--- config.mk ---
export PLATFORM = sky130hd
export DESIGN_NAME = can_err_trig
export DESIGN_NICKNAME = d
export VERILOG_FILES = /design/src/rtl/can_trig_pkg.sv /design/src/rtl/can_bus_watch.sv /design/src/rtl/can_destuff.sv /design/src/rtl/can_frame_fsm.sv /design/src/rtl/can_err_trig.sv
export SDC_FILE = /design/constraint.sdc
export NUM_CORES = 1
export LEC_CHECK = 0
export BUFFER_PORTS_ARGS = -buffer_cell sky130_fd_sc_hd__buf_2
export CAP_MARGIN = 10
export CORE_UTILIZATION = 65
export DETAILED_ROUTE_END_ITERATION = 10
export HOLD_SLACK_MARGIN = 0.08
export MAX_ROUTING_LAYER = met4
export PLACE_DENSITY = 0.83
export SKIP_LAST_GASP = 1
export SLEW_MARGIN = 20
export SYNTH_ARGS = -nofsm -noshare
export SYNTH_HDL_FRONTEND = slang
export SYNTH_HIERARCHICAL = 1
export SYNTH_SLANG_ARGS = --single-unit
--- constraint.sdc ---
create_clock -name clk -period 4.6 [get_ports clk]
set_input_delay 0.46 -clock clk [delete_from_list [all_inputs] [get_ports clk]]
set_output_delay 0.46 -clock clk [all_outputs]
set_load 0.01 [all_outputs]
--- src/rtl/can_trig_pkg.sv ---
package can_trig_pkg;

    localparam int CRC_W      = 15;
    localparam logic [CRC_W-1:0] CRC_POLY = 15'h4599;
    localparam int ID_BITS    = 11;
    localparam int CTL_BITS   = 3;
    localparam int DLC_BITS   = 4;
    localparam int TAIL_BITS  = 10;   // CRC delimiter, ACK slot, ACK delimiter, 7 EOF

    typedef enum logic [2:0] {
        FS_IDLE, FS_ID, FS_CTL, FS_DLC, FS_DATA, FS_CRC, FS_TAIL
    } fstate_e;

    typedef enum logic {
        TM_SOF = 1'b0,
        TM_ERR = 1'b1
    } trig_mode_e;

    // bit order matches err_mask: [2] crc, [1] stuff, [0] flag
    typedef struct packed {
        logic crc;
        logic stuff;
        logic flag;
    } err_t;

    function automatic logic [CRC_W-1:0] crc_step(input logic [CRC_W-1:0] c, input logic b);
        logic fb;
        fb = b ^ c[CRC_W-1];
        return {c[CRC_W-2:0], 1'b0} ^ (fb ? CRC_POLY : '0);
    endfunction

endpackage

--- src/rtl/can_bus_watch.sv ---
module can_bus_watch #(
    parameter int IDLE_BITS = 11,
    parameter int FLAG_LEN  = 6
) (
    input  logic clk,
    input  logic rst,
    input  logic bit_vld,
    input  logic bit_val,
    input  logic restart,
    output logic idle_ok,
    output logic flag_err
);
    localparam int RW = $clog2(IDLE_BITS + 1);
    localparam int DW = $clog2(FLAG_LEN + 1);
    localparam logic [RW-1:0] REC_MAX = RW'(IDLE_BITS);
    localparam logic [DW-1:0] DOM_MAX = DW'(FLAG_LEN);
    localparam logic [DW-1:0] DOM_HIT = DW'(FLAG_LEN - 1);

    logic [RW-1:0] rec_cnt;
    logic [DW-1:0] dom_cnt;

    always_ff @(posedge clk) begin
        if (rst) begin
            rec_cnt <= '0;
            dom_cnt <= '0;
        end else if (bit_vld) begin
            if (restart || !bit_val)
                rec_cnt <= '0;
            else if (rec_cnt != REC_MAX)
                rec_cnt <= rec_cnt + RW'(1);

            if (bit_val)
                dom_cnt <= '0;
            else if (dom_cnt != DOM_MAX)
                dom_cnt <= dom_cnt + DW'(1);
        end
    end

    assign idle_ok  = (rec_cnt == REC_MAX);
    assign flag_err = bit_vld && !bit_val && (dom_cnt == DOM_HIT);

endmodule

--- src/rtl/can_destuff.sv ---
module can_destuff #(
    parameter int STUFF_LEN = 5
) (
    input  logic clk,
    input  logic rst,
    input  logic bit_vld,
    input  logic bit_val,
    input  logic start,
    input  logic active,
    output logic dat_vld,
    output logic stuff_err
);
    localparam int RW = $clog2(STUFF_LEN + 1);
    localparam logic [RW-1:0] RUN_MAX = RW'(STUFF_LEN);

    logic [RW-1:0] run;
    logic          last_b;
    logic          slot;

    assign slot      = active && (run == RUN_MAX);
    assign stuff_err = bit_vld && slot && (bit_val == last_b);
    assign dat_vld   = bit_vld && !slot;

    always_ff @(posedge clk) begin
        if (rst) begin
            run    <= '0;
            last_b <= 1'b1;
        end else if (bit_vld && start) begin
            run    <= RW'(1);
            last_b <= bit_val;
        end else if (bit_vld && active) begin
            if (slot || bit_val != last_b)
                run <= RW'(1);
            else
                run <= run + RW'(1);
            last_b <= bit_val;
        end
    end

endmodule

--- src/rtl/can_frame_fsm.sv ---
module can_frame_fsm
    import can_trig_pkg::*;
#(
    parameter int MAX_BYTES = 8
) (
    input  logic clk,
    input  logic rst,
    input  logic bit_vld,
    input  logic bit_val,
    input  logic dat_vld,
    input  logic start,
    input  logic ext_abort,
    output logic st_idle,
    output logic stuff_active,
    output logic crc_err
);
    localparam int DB = MAX_BYTES * 8;
    localparam int CW = (DB >= 16) ? $clog2(DB + 1) : 5;
    localparam logic [3:0] DLC_CAP = 4'((MAX_BYTES > 15) ? 15 : MAX_BYTES);

    fstate_e          st;
    logic [CW-1:0]    cnt, flen;
    logic [3:0]       dlc_q, dlc_full, nbytes;
    logic [CRC_W-1:0] crc_calc, crc_rx;
    logic             last;

    always_comb begin
        dlc_full = {dlc_q[2:0], bit_val};
        nbytes   = (dlc_q > DLC_CAP) ? DLC_CAP : dlc_q;
        case (st)
            FS_ID:   flen = CW'(ID_BITS);
            FS_CTL:  flen = CW'(CTL_BITS);
            FS_DLC:  flen = CW'(DLC_BITS);
            FS_DATA: flen = CW'({nbytes, 3'b000});
            FS_CRC:  flen = CW'(CRC_W);
            FS_TAIL: flen = CW'(TAIL_BITS);
            default: flen = CW'(1);
        endcase
        last = (cnt == flen - CW'(1));
    end

    assign st_idle      = (st == FS_IDLE);
    assign stuff_active = (st == FS_ID) || (st == FS_CTL) || (st == FS_DLC) ||
                          (st == FS_DATA) || (st == FS_CRC) ||
                          (st == FS_TAIL && cnt == '0);
    assign crc_err      = dat_vld && (st == FS_CRC) && last &&
                          ({crc_rx[CRC_W-2:0], bit_val} != crc_calc);

    always_ff @(posedge clk) begin
        if (rst) begin
            st       <= FS_IDLE;
            cnt      <= '0;
            dlc_q    <= '0;
            crc_calc <= '0;
            crc_rx   <= '0;
        end else if (bit_vld && (ext_abort || crc_err)) begin
            st <= FS_IDLE;
        end else if (start) begin
            st       <= FS_ID;
            cnt      <= '0;
            crc_calc <= crc_step('0, 1'b0);
            crc_rx   <= '0;
        end else if (dat_vld && st != FS_IDLE) begin
            cnt <= last ? '0 : cnt + CW'(1);
            if (st inside {FS_ID, FS_CTL, FS_DLC, FS_DATA})
                crc_calc <= crc_step(crc_calc, bit_val);
            if (st == FS_DLC)
                dlc_q <= dlc_full;
            if (st == FS_CRC)
                crc_rx <= {crc_rx[CRC_W-2:0], bit_val};
            if (last) begin
                case (st)
                    FS_ID:   st <= FS_CTL;
                    FS_CTL:  st <= FS_DLC;
                    FS_DLC:  st <= (dlc_full == 4'd0) ? FS_CRC : FS_DATA;
                    FS_DATA: st <= FS_CRC;
                    FS_CRC:  st <= FS_TAIL;
                    default: st <= FS_IDLE;
                endcase
            end
        end
    end

endmodule

--- src/rtl/can_err_trig.sv ---
module can_err_trig
    import can_trig_pkg::*;
#(
    parameter int IDLE_BITS = 11,
    parameter int STUFF_LEN = 5,
    parameter int FLAG_LEN  = 6,
    parameter int MAX_BYTES = 8
) (
    input  logic       clk,
    input  logic       rst,
    input  logic       bit_vld,
    input  logic       bit_val,
    input  logic       mode,
    input  logic [2:0] err_mask,
    output logic       trig
);
    err_t errs;
    logic flag_err, stuff_err, crc_err, any_err;
    logic idle_ok, fsm_idle, stuff_active, dat_vld, start, hit;

    assign start = bit_vld && !bit_val && idle_ok && fsm_idle;

    always_comb begin
        errs.flag  = flag_err;
        errs.stuff = stuff_err;
        errs.crc   = crc_err;
    end
    assign any_err = |errs;

    can_bus_watch #(.IDLE_BITS(IDLE_BITS), .FLAG_LEN(FLAG_LEN)) u_watch (
        .clk(clk), .rst(rst), .bit_vld(bit_vld), .bit_val(bit_val),
        .restart(any_err), .idle_ok(idle_ok), .flag_err(flag_err)
    );

    can_destuff #(.STUFF_LEN(STUFF_LEN)) u_destuff (
        .clk(clk), .rst(rst), .bit_vld(bit_vld), .bit_val(bit_val),
        .start(start), .active(stuff_active),
        .dat_vld(dat_vld), .stuff_err(stuff_err)
    );

    can_frame_fsm #(.MAX_BYTES(MAX_BYTES)) u_fsm (
        .clk(clk), .rst(rst), .bit_vld(bit_vld), .bit_val(bit_val),
        .dat_vld(dat_vld), .start(start), .ext_abort(flag_err || stuff_err),
        .st_idle(fsm_idle), .stuff_active(stuff_active), .crc_err(crc_err)
    );

    assign hit = (trig_mode_e'(mode) == TM_ERR) ? |(3'(errs) & err_mask) : start;

    always_ff @(posedge clk) begin
        if (rst) trig <= 1'b0;
        else     trig <= hit;
    end

endmodule

# Word-level counts from Yosys, hierarchy flattened
# Cells that the tools add are included.
# op_classes
n_addsub	5
n_lt_le_gt_ge	1
eq_ne	15
mux	27
n_bitwise	5
reduce_logical	52
# ops
operator	n
$mux 15	4
$mux 14	3
$pmux 7 s6	1
$mux 7	3
$logic_and 1x1->1	16
$eq 3x3->1 const B	5
$ne 15x15->1	1
$pmux 3 s5	1
$xor 15x15->15	1
$reduce_bool 2->1	7
$mux 4	3
$reduce_and 2->1	5
$logic_or 1x1->1	9
$mux 1	9
$mux 3	3
$reduce_or 3->1	3
$add 7x1->7 const B	1
$eq 7x7->1	1
$logic_not 7->1	1
$sub 7x1->7 const B	1
$add 3x1->3 const B	2
$eq 3x2->1 const B	2
$reduce_and 3->1	2
$add 4x1->4 const B	1
17 further kinds	20
# word_totals
reg_bits	55
input_bits	8
out_inout_bits	1
word_cells	117

# Logic depth before layout (Yosys ltp)
# logic_depth
word_depth	16
mapped_depth	15
ltp_nobuf	13

# By module
# Netlist, hierarchy kept.
# by_module_without_submodules
mod	n_inst	cells_per_inst	area_per_inst_um2	seq_area_each_um2
can_frame_fsm	1	313	2633.8	860.8
can_bus_watch	1	52	450.4	140.1
can_destuff	1	28	250.2	80.1
can_err_trig	1	8	76.3	20.0

# Worst setup path after synthesis
# OpenSTA, ideal clock, no wires.
# synth_path
path_kind	register to register
start	reg u_fsm.st[2]
end	reg u_fsm.crc_rx[10]
setup_ns	0.128
t_arrival_ns	2.936
required_time_ns	4.472
setup_slack_ns	1.536
path_stages_with_launch	13
path_buffers	3
synth_period_minus_slack_ns	3.064
cell_sequence	dfxtp_1 > buf_4 > clkbuf_1 > o21ai_0 > ha_1 > xor2_1 > nand2_1 > or4_4 > o41ai_4 > a21oi_2 > buf_4 > mux2i_1 > nor2_1
# synth_between
elab_chain_cells	16
word_cells_on_any_way	35
classes_between	1 x add/sub; 7 x eq/ne; 2 x mux; 1 x bitwise; 24 x reduce/logical
# synth_rtl
item	line_no	rtl
from (decl)	can_frame_fsm.sv:21	fstate_e st;
from (signal assigned)	can_frame_fsm.sv:75	FS_DLC: st <= (dlc_full == 4'd0) ? FS_CRC : FS_DATA;
branches (longest 16 deep; another with $sub 7x1->7)	--	
to (signal assigned)	can_frame_fsm.sv:70	crc_rx <= {crc_rx[CRC_W-2:0], bit_val};
to (decl)	can_frame_fsm.sv:24	logic [CRC_W-1:0] crc_calc, crc_rx;
# Several ways; the timed one is not identified.
# A chain may end at the register's enable or synchronous reset.

# Worst setup path after layout
# layout_path
start	reg u_fsm.st[0]
end	reg u_fsm.crc_rx[13]
# The elaborated chain is that of the path after synthesis.

==> out/qor.csv <==
stage,metric,value,unit
run_status,status,"finished, final reports clean",
route,initial drt markers,130,
logic_synthesis,Netlist Area Pre-Place,0.00341,mm²
timing,crit share post-route,78.7,%
global_routing,gr usage total,26.8,%
logic_synthesis,Cells after Synth,401,
critical_path,Setup crit end kind,flip-flop,
clock_tree,postcts setup bufs,0,
logic_synthesis,Area contributors post-synth,"dfxtp_1 (32%), mux2i_1 (11%), xor2_1 (6.2%), nor2_1 (5.7%), nor2b_1 (5.1%)",
route,TritonRoute pass-1 iters,4,
route,DRC Markers,0,
logic_synthesis,post-synth top area share,32.3,%
critical_path,CP Data Required Time,4.77,ns
critical_path,WP data arrival,3.79,ns
clock_tree,Num CTS Buffers,5,
clock_tree,hold bufs inserted after CTS,0,
min_path,worst min-delay path category,in -> reg,
layout,ANT cells,0,
timing,worst slew pin tran,1.10,ns
clock_tree,worst-skew pair later-pin latency,0.31,ns
logic_synthesis,Most used DFF post-synth,dfxtp_1,
logic_synthesis,YS warnings,6,
power,clock group share of total power,35.2,%
clock_tree,Clock Pin Slew Worst Setup and Hold Paths,0.10,ns
power,Seq pwr share,60.5,%
power,combinational share of power,4.4,%
floorplanning,full die area,0.00554,mm²
placement,dpl hpwl,4660,µm
floorplanning,initial core utilization,67.2,%
floorplanning,die width,74.4,µm
logic_synthesis,"count leader, synth",dfxtp_1,
clock_tree,H-tree level count,2,
timing,clock skew,0.00798,ns
timing,Final Critical Period,3.62,ns
route,WL/cell,14.6,µm
logic_synthesis,library cells used by synthesis,62,
clock_tree,CTS tree,done,
timing,Fin. Hold Viols,0,
logic_synthesis,Synth Area per Inst,8.51,µm²
job,# Max-Cap Violations,0,
critical_path,Setup Crit Path Kind,reg -> reg,
global_routing,vias in the first global route,2493,
power,Net Sw Frac,24.4,%
critical_path,CP Max Fanout,15,
timing,final number of setup-violating endpoints,0,
timing,Max Slew Vio Count,0,
clock_tree,Longest Clk Path Bufs,2,
logic_synthesis,"Seq/Total Area, Yosys",32.3,%
power,Sw Pwr,0.000193,W
power,pwr dens,224,mW/mm²
power,LEAKAGE,1.39,nW
route,Vias/cell,5.97,
timing,fmax,0.276,GHz
logic_synthesis,Async SR Flop Fraction,0,%
timing,Fin Setup TNS,0,ns
clock_tree,Post-CTS Resized,0,
logic_synthesis,"Net Count, Synth",419,
global_routing,pin count of the biggest net entering global routing,53,
power,cell internal pwr,0.000599,W
global_routing,initial antenna violation count,0,
route,Final ANT Viol Nets,0,
route,detailed-route via count,2789,
floorplanning,Core Area,0.00507,mm²
floorplanning,Die Span Y,74.4,µm
placement,Final Wtd Congestion,0.931,
clock_tree,CTS root buf,clkbuf_8,
layout,final core utilization,69.7,%
logic_synthesis,leading area contributor after synthesis,dfxtp_1,
logic_synthesis,Synth top cells by count,"dfxtp_1 (55), nor2_1 (52), mux2i_1 (36)",
placement,number of I/O port buffers,8,
logic_synthesis,number of synthesized register bits,55,
layout,area grow syn2layout,3.67,%
clock_tree,clock tree sinks,55,
route,routed wire length,6810,µm
global_routing,Overflow after GRT,0,
global_routing,global-route wire length before repair,11300,µm
timing,RSZ-0062 raised after global routing,no,
logic_synthesis,Post-synth EDFFs,0,
floorplanning,boundary pin count,9,
floorplanning,Rows,26,
layout,share of cells above drive strength 1,8.56,%
timing,Worst slew margin,26.6,%
power,Worst VDD drop,0.246,mV
critical_path,Startpoint Class,flip-flop,
layout,nets,414,
placed cells by master, fill, tap and decap left out, types with 3 or more instances in the layout:
cell type  Yosys  routed
clkbuf_8       0       5
a31oi_1        6       6
nand4_1        6       6
a21o_1         3       3
nand2b_1       7       7
or2_2          3       3
a31o_2         3       3
dfxtp_1       55      55
xor2_1        24      24
and2_1         3       3
nand3b_1       3       3
nand3_1        6       6
o21ai_0        8       8
mux2i_1       36      36
buf_2          1       8
or3_1          8       8
nor4_1         6       6
nand2_1       18      18
a211oi_1       6       6
xnor2_1        7       7
inv_1         17      17
nor2b_1       28      28
ha_1          10      10
a21oi_1       18      18
nor2_1        52      52
nor3_1         5       5
nand4b_1       4       4
final timing paths:
kind / from / to / slack (ns) / depth (start not counted)
worst min-delay path: mode / trig / 0.43 / 2
worst max-delay path: u_fsm/st[0] / u_fsm/crc_rx[13] / 0.98 / 11
worst max register to register: u_fsm/st[0] / u_fsm/crc_rx[13] / 0.98 / 11
worst min register to register: u_destuff/run[1] / u_destuff/run[1] / 0.52 / 2
power by group through the flow:
stage	Combinational, W	Sequential [W]	Clock, W
2_1_floorplan	0.0000232	0.000490	0
3_3_place_gp	0.0000339	0.000490	0
3_5_place_dp	0.0000345	0.000490	0
4_1_cts	0.0000348	0.000479	0.000286
5_1_grt	0.0000383	0.000480	0.000308
6_report	0.0000346	0.000479	0.000279
per-layer routing:
| layer | GRT usage (%) | share of wire, % |
|---|---|---|
| met2 | 41.4 | 48 |
| met4 | 9.01 | 1.5 |
| met3 | 5.42 | 3.4 |
| met1 | 35.0 | 48 |
| met5 | - | 0 |
cells by family after synthesis:
kind of cell	count (synthesis)	synth area share [%]
xor gates and xnor gates	31	7.96
and+or+nand+nor	163	26.2
buffers and inverters	38	4.88
adders and majority gates	10	3.67
DFF	55	32.3
muxes	36	10.6
AOI/OAI and AO/OA	68	14.4
sequential cells by signal (all words and copies together) (netlist names):
name	cells
trig	1
u_destuff/last_b	1
u_destuff/run	3
u_fsm/cnt	7
u_fsm/crc_calc	15
u_fsm/crc_rx	14
u_fsm/dlc_q	4
u_fsm/st	3
u_watch/dom_cnt	3
u_watch/rec_cnt	4
metrics by stage:
stage          hold slack [ns]  cell area (µm²)  power (W)  setup WS [ns]  cells
2_1_floorplan            0.464             3410   0.000513           1.54    401
3_3_place_gp             0.480             3440   0.000524           1.08    459
3_5_place_dp             0.498             3440   0.000525           1.05    459
4_1_cts                  0.423             3540   0.000800           1.01    467
5_1_grt                  0.424             3540   0.000826          0.669    467
6_report                 0.426             3540   0.000793          0.980    467
worst max-delay path, cell delays in order, from the launching register on:
cell and delay (ns):
dfxtp_1 0.64, nand2_1 0.22, o21ai_0 0.23, ha_1 0.21, nand2b_1 0.07, o21bai_1 0.12
a222oi_1 0.09, or4_4 0.59, o41ai_4 0.58, a21oi_2 0.40, mux2i_1 0.26, nor2_1 0.06
area by class of cell:
type | count | area [µm²]
Timing Repair Buffer | 9 | 47.5
Clock inverter | 3 | 23.8
Clock buffer | 5 | 68.8
Tap cell | 70 | 87.6
Inverter | 17 | 63.8
Fill cell | 425 | 1540
Multi-Input combinational cell | 308 | 2140
Sequential cell | 55 | 1100
Note: power is estimated with default switching activity, not from simulation.
